[src/rtl/ldimm_agu.sv]
module ldimm_agu #(
  parameter int XLEN  = 32,
  parameter int RIDX  = 4,
  parameter int PCNUM = 15
) (
  input  logic            clk,
  input  logic            rst_n,
  input  logic            issue,
  input  logic            cond_ok,
  input  logic [XLEN-1:0] base_val,
  input  logic [1:0]      imm_fmt,
  input  logic [11:0]     imm_field,
  input  logic            add_sel,
  input  logic            pre_idx,
  input  logic            wback,
  input  logic [RIDX-1:0] rn_idx,
  input  logic [RIDX-1:0] rt_idx,
  input  logic            ua_en,
  input  logic [XLEN-1:0] mem_rdata,
  input  logic            mem_valid,
  output logic            busy,
  output logic            rd_stb,
  output logic [XLEN-1:0] mem_addr,
  output logic            base_we,
  output logic [XLEN-1:0] base_wdata,
  output logic            rt_we,
  output logic [XLEN-1:0] rt_wdata,
  output logic            br_req,
  output logic [XLEN-1:0] br_target,
  output logic            br_mode,
  output logic            unpred,
  output logic            unknown
);
  localparam logic [RIDX-1:0] PC_SEL = RIDX'(PCNUM);

  typedef enum logic [1:0] {S_IDLE, S_REQ, S_WAIT} st_t;
  st_t st;

  logic [XLEN-1:0] imm_ext, off_c;
  logic [XLEN-1:0] r_addr, r_off;
  logic [RIDX-1:0] r_rt;
  logic            r_wb, r_clash, r_ua;
  logic            accept, done, to_pc, mis;

  always_comb begin
    case (imm_fmt)
      2'd0:    imm_ext = XLEN'({imm_field[4:0], 2'b00});
      2'd1:    imm_ext = XLEN'({imm_field[7:0], 2'b00});
      2'd2:    imm_ext = XLEN'(imm_field);
      default: imm_ext = XLEN'(imm_field[7:0]);
    endcase
  end

  assign off_c  = add_sel ? base_val + imm_ext : base_val - imm_ext;
  assign accept = (st == S_IDLE) && issue && cond_ok;

  always_ff @(posedge clk or negedge rst_n) begin
    if (!rst_n) begin
      st      <= S_IDLE;
      r_addr  <= '0;
      r_off   <= '0;
      r_rt    <= '0;
      r_wb    <= 1'b0;
      r_clash <= 1'b0;
      r_ua    <= 1'b0;
    end else begin
      case (st)
        S_IDLE: if (accept) begin
          st      <= S_REQ;
          r_addr  <= pre_idx ? off_c : base_val;
          r_off   <= off_c;
          r_rt    <= rt_idx;
          r_wb    <= wback;
          r_clash <= wback && (rn_idx == rt_idx);
          r_ua    <= ua_en;
        end
        S_REQ:   st <= S_WAIT;
        default: if (mem_valid) st <= S_IDLE;
      endcase
    end
  end

  assign done  = (st == S_WAIT) && mem_valid;
  assign to_pc = (r_rt == PC_SEL);
  assign mis   = |r_addr[1:0];

  assign busy       = (st != S_IDLE);
  assign rd_stb     = (st == S_REQ);
  assign mem_addr   = r_addr;
  assign base_we    = done && r_wb;
  assign base_wdata = r_off;
  assign rt_we      = done && !to_pc;
  assign rt_wdata   = mem_rdata;
  assign br_req     = done && to_pc && !mis;
  assign br_target  = {mem_rdata[XLEN-1:1], 1'b0};
  assign br_mode    = mem_rdata[0];
  assign unpred     = done && ((to_pc && mis) || r_clash);
  assign unknown    = rt_we && mis && !r_ua;


  strobe_single_chk: assert property (@(posedge clk) disable iff (!rst_n)
    rd_stb |=> (!rd_stb && busy));

  cond_drop_chk: assert property (@(posedge clk) disable iff (!rst_n)
    (!busy && issue && !cond_ok) |=> !rd_stb);

  hold_addr_chk: assert property (@(posedge clk) disable iff (!rst_n)
    (busy && $past(busy)) |-> $stable(mem_addr));

  branch_excl_chk: assert property (@(posedge clk) disable iff (!rst_n)
    br_req |-> (!rt_we && mem_addr[1:0] == 2'b00 && br_target[0] == 1'b0));

  unknown_mis_chk: assert property (@(posedge clk) disable iff (!rst_n)
    unknown |-> (rt_we && mem_addr[1:0] != 2'b00));

  wb_in_flight_chk: assert property (@(posedge clk) disable iff (!rst_n)
    (base_we || rt_we || br_req) |-> (busy && !rd_stb));
endmodule

[config.mk]
export PLATFORM = sky130hd
export DESIGN_NAME = ldimm_agu
export DESIGN_NICKNAME = d
export VERILOG_FILES = /design/src/rtl/ldimm_agu.sv
export SDC_FILE = /design/constraint.sdc
export NUM_CORES = 1
export LEC_CHECK = 0
export CORE_ASPECT_RATIO = 0.75
export CORE_MARGIN = 5
export CORE_UTILIZATION = 40
export DETAILED_ROUTE_END_ITERATION = 16
export DONT_BUFFER_PORTS = 1
export GPL_TIMING_DRIVEN = 0
export HOLD_SLACK_MARGIN = 0.03
export PLACE_DENSITY = 0.55
export SLEW_MARGIN = 0
export SYNTH_ARGS = -nofsm -noshare
export SYNTH_HDL_FRONTEND = slang
export SYNTH_SLANG_ARGS = --single-unit
[constraint.sdc]
create_clock -name clk -period 5 [get_ports clk]
set_clock_uncertainty 0.05 [all_clocks]
set_input_delay 1.25 -clock clk [delete_from_list [all_inputs] [get_ports clk]]
set_output_delay 1.25 -clock clk [all_outputs]
set_load 0.01 [all_outputs]
# Word level (Yosys, flattened, before mapping)
# Cells that the tools add are included.
# W data, S select, Z words.
# op_classes
div_mod_pow,0
mux,6
n_reduce_logical,23
multipliers,0
eq_ne,7
bitwise,0
addsub,2
order_cmp,0
shift,0
# op_table
operator,count
$mux W32,2
$pmux W12 S3,1
$add A32 B32 Y32,1
$sub A32 B32 Y32,1
$logic_and A1 B1 Y1,12
$eq A2 B1 Y1 const B,2
$eq A2 B2 Y1 const B,2
$eq A4 B4 Y1,1
$eq A4 B4 Y1 const B,1
$logic_not A2 Y1,2
$mux W2,2
$pmux W2 S2,1
$reduce_and A2 Y1,2
$logic_not A1 Y1,3
$reduce_bool A3 Y1,1
$ne A2 B2 Y1 const B,1
$reduce_bool A2 Y1,1
$reduce_or A2 Y1,1
$logic_or A1 B1 Y1,1
# totals
romBits,0
register_bits,73
elab_cells,45
ramBits,0
input_bits,95
latch_bits,0
memories,0

# Depth between registers and ports, before layout
# logic_depth
depth_word,5
mapped_depth,19
ltp_nobuf,17

# Worst setup path after synthesis
# OpenSTA, ideal clock, no wires.
# synth_path
kind,in2reg
from,in imm_fmt[1]
to,reg r_off[31] (netlist: base_wdata[31])
arrival_ps,4816
required_ps,4826
slack_ps,10
n_path_buf,3
cell_stages,19
cell_sequence,buf_1 > clkbuf_1 > nand2_1 > ha_1 > nor2b_1 > o21ai_0 > nor2_1 > o21bai_1 > ha_1 > clkbuf_1 > a21oi_1 > o21ai_1 > a2111oi_0 > a22oi_1 > a31oi_1 > mux2_4 > nand2_2 > and3_1 > a211o_1
# synth_via
elab_chain_len,4
word_cells_on_any_way,7
cone_classes,2 x add/sub; 2 x eq/ne; 2 x mux; 1 x reduce/logical
# synth_rtl
item,line_no,rtl
"start, declared",11,"input logic [1:0] imm_fmt,"
$eq A2 B2 Y1 (tied with other cells),46,case (imm_fmt)
$pmux W12 S3 *,46,
$sub A32 B32 Y32 / $add A32 B32 Y32 (equally long branches),54,assign off_c = add_sel ? base_val + imm_ext : base_val - imm_ext;
$mux W32 *,54,
"end signal, assigned",61,r_off <= '0;
"end signal, assigned",71,r_off <= off_c;
"end, declared",40,"logic [XLEN-1:0] r_addr, r_off;"
# Every way passes the cells marked *; elsewhere a longest branch is shown, timed or not.
# A chain may end at the register's enable or synchronous reset.

# Worst setup path after layout
# layout_path
from,in imm_fmt[1]
to,reg r_addr[28] (netlist: mem_addr[28])
# layout_via
elab_chain_len,5
word_cells_on_any_way,8
cone_classes,2 x add/sub; 2 x eq/ne; 3 x mux; 1 x reduce/logical
# layout_rtl
item,line_no,rtl
$eq A2 B2 Y1 (tied with other cells),46,
$pmux W12 S3 *,46,
$sub A32 B32 Y32 / $add A32 B32 Y32 (equally long branches),54,
$mux W32 *,54,
$mux W32 *,70,r_addr <= pre_idx ? off_c : base_val;
"end signal, assigned",70,
"end, declared",40,
# Marks and branches as above.

==> out/qor.csv <==
stage,metric,value,unit
outcome,status,completed,
route,topRoutingLayerUsed,met4,
synthesis,synth_edf_count,0,
min_path,hp-start,r_ua$_DFFE_PN0P_,
global_routing,grt_use_total,20.65,%
synthesis,synth_fp_nets,853,
floorplanning,chipWidth,150.4,um
global_routing,overflow,0,
placed_design,hpwl,15040,um
synthesis,synth_area_per_cell,8.167,sq um
power_and_ir_drop,fin_total_pwr,2.858,mW
min_path,hold_class,flop to flop,
synthesis,yosysWarnings,0,
floorplanning,core-area,14500,sq um
setup_path,path_max_fanout,10,
timing,setup_viol,0,
final_layout,final_common_cell,nand2_1,
setup_path,r2r_end,base_wdata[12]$_DFFE_PN0P_,
timing,rsz0062_at_grt,true,
final_layout,layout.nets,870,
route,drc_errors,0,
power_and_ir_drop,total_leakage_power,3.104,nW
global_routing,grt_start_max_net_pins,74,
placed_design,place.port_buffers,0,
setup_path,ff2ff_setup_slack,2.62,ns
setup_path,cp-start-kind,input pin,
timing,fin_crit,4.815,ns
synthesis,synth-main-ff-cell,dfrtp_1,
final_layout,diodes,0,
clock_tree,cts.sinks,73,
floorplanning,die_y,115.3,um
clock_tree,cts_max_level,3,
final_layout,drive_gt1_share,18.10,%
floorplanning,fp-row-count,38,
timing,slew_violations,0,
timing,period_share,96.29,%
setup_path,cp-end-kind,flop,
setup_path,ff2ff_path_depth,6,
power_and_ir_drop,power_density,426.5,nW/um^2
setup_path,critPathKind,input pin to flop,
clock_tree,ctsLongestPathBuffers,2,
min_path,min_to,r_ua$_DFFE_PN0P_,
placed_design,place_congestion,0.8979,
timing,hold_viol_final,0,
clock_tree,cts_hold_buf,0,
synthesis,synth.cell_area,5913,sq um
floorplanning,start_util,40.78,%
power_and_ir_drop,ir_drop,0.0001701,V
global_routing,first_global_vias,5023,
synthesis,synth_seq_cells,73,
clock_tree,cts_made_buffers,9,
route,dr.pass1.iters,5,
global_routing,antenna_found_initial,0,
floorplanning,io_pins,231,
route,antenna_left,0,
synthesis,async_reset_ff_share,100.0,%
setup_path,arrival,4.99,ns
timing,fmax,207.7,MHz
final_layout,layout_common_cells,"nand2_1 (137), buf_4 (73), dfrtp_1 (73), a21oi_1 (39), o21ai_1 (37)",
route,drt_iter0_markers,298,
synthesis,syn_inst,724,
route,wl_met2,8424,um
clock_tree,root_buffer,clkbuf_16,
clock_tree,cts_tree,done,
route,wirelength_met1,8359,um
clock_tree,clk_transition_reported_paths,0.06,ns
floorplanning,dieArea,17340,sq um
setup_path,r2r_start,st[1]$_DFFE_PN0P_,
min_path,hold_path_depth,2,
flow_run,drv_cap,0,
synthesis,synth_cell_type_count,63,
global_routing,grt_pass1_wl,27680,um
timing,worst_pin_slew,0.8697,ns
setup_path,required,5.18,ns
clock_tree,clk_latency,0.33,ns
timing,hold_ws,0.4425,ns
timing,timing.slew.headroom,42.02,%
route,wl,18680,um
route,routed-wl-met3,1647,um
route,via_count,5127,
final_layout,area_growth,13.35,%
route,wl_per_cell,19.75,um
route,drt-vias-per-instance,5.420,
synthesis,yosysSeqAreaShare,30.89,%
[metrics by stage]
stage	std cells	instance area (sq um)	setup TNS, ns	util [%]	setup WS (ns)
global placement	924	6163	-26.75	42.50	-1.141
floorplan	724	5913	0	-	0.009940
CTS	943	6593	0	45.46	0.005672
detailed placement	924	6163	-26.66	42.50	-1.186
global route	946	6703	-0.06863	46.22	-0.05903
finish	946	6703	0	46.22	0.1853
[final cells by class]
cell class,instances,area [sq um]
clock inverters,7,83.83
clock buffers,9,225.2
multi-input cells,536,3573
flip-flops and latches,73,1827
plain buffers,97,623.1
well taps,200,250.2
inverters,16,60.06
fillers,1442,7799
repair buffers,8,60.06
[synth_stat cells, types with 2 or more instances]
cell	n	area, sq um
a211oi_1	2	15.01
a21o_1	20	150.1
a21oi_1	42	210.2
a22oi_1	3	22.52
a31oi_1	10	62.56
and3_1	6	37.54
and4_1	2	17.52
buf_1	8	30.03
buf_4	65	488.0
clkbuf_1	24	90.09
dfrtp_1	73	1827
ha_1	33	412.9
inv_1	15	56.30
mux2_1	4	45.04
mux2_2	11	123.9
mux2i_1	26	260.3
nand2_1	137	514.2
nand2b_1	2	12.51
nand3_1	11	55.05
nand3b_1	5	37.54
nand4_1	4	25.02
nor2_1	31	116.4
nor2b_1	9	56.30
nor3_1	11	55.05
nor3b_1	5	37.54
nor4_1	5	31.28
o211ai_1	4	30.03
o21a_1	3	22.52
o21ai_0	29	145.1
o21ai_1	36	180.2
o21bai_1	11	82.58
o31ai_1	2	15.01
or2_1	6	37.54
xnor2_1	23	201.4
xor2_1	18	157.7
[cell families after synthesis]
kind of cell,Yosys count,synth area share (%)
mux,42,7.512
compound gates,176,18.01
flops,73,30.89
buf+inv,115,11.47
other cells,1,0.06342
xor+xnor,41,6.073
simple gates,242,18.66
fa+ha+maj,34,7.321
[how the worst max path moves through the flow]
stage	start	end	slack, ns	cells after the start
after floorplan	imm_fmt[1]	base_wdata[31]$_DFFE_PN0P_	0.01	19
after global placement	imm_fmt[1]	mem_addr[27]$_DFFE_PN0P_	-1.14	19
after detailed placement	imm_fmt[1]	mem_addr[27]$_DFFE_PN0P_	-1.19	19
after CTS	imm_fmt[1]	base_wdata[16]$_DFFE_PN0P_	0.006	20
after global routing	imm_fmt[1]	mem_addr[28]$_DFFE_PN0P_	-0.06	21
final	imm_fmt[1]	mem_addr[28]$_DFFE_PN0P_	0.19	21
[state kept, by name, indices dropped and copies added, names as in the netlist]
signal	count
base_wdata	32
mem_addr	32
r_rt	4
st	2
r_clash	1
r_ua	1
r_wb	1
[repair_timing]
action,4_1_cts,5_1_grt
hold endpoints to repair,0,0
setup endpoints to repair,33,19
gates resized for setup,19,18
pin swaps,6,7
setup buffers,4,4
[power breakdown]
group / leakage [nW] / switching, mW / total (mW) / internal, mW
Combinational: 2.06 / 0.556 / 0.951 / 0.395
Sequential: 0.905 / 0.357 / 1.23 / 0.877
Clock: 0.142 / 0.279 / 0.674 / 0.395
Total: 3.10 / 1.19 / 2.86 / 1.67
[critical path, cell delays in order]
cell and delay [ns]:
clkbuf_4 0.19, buf_6 0.17, nand2_1 0.09, ha_1 0.23, nor2b_2 0.17, o21ai_0 0.12
nor2_2 0.05, buf_4 0.17, a31oi_1 0.21, xnor2_1 0.12, ha_1 0.39, and3_1 0.21
nand2_1 0.11, o211ai_1 0.26, o211ai_1 0.13, buf_4 0.18, a31oi_2 0.20, a31oi_1 0.13
xor2_1 0.21, mux2i_1 0.10, mux2_2 0.28
[per-layer routing]
layer / up-vias / GRT usage [%]
li1: 2482 / -
met2: 183 / 31.86
met3: 16 / 5.910
met4: 0 / 4.388
met5: - / 0
met1: 2446 / 28.97
(Power assumes the default switching activity.)
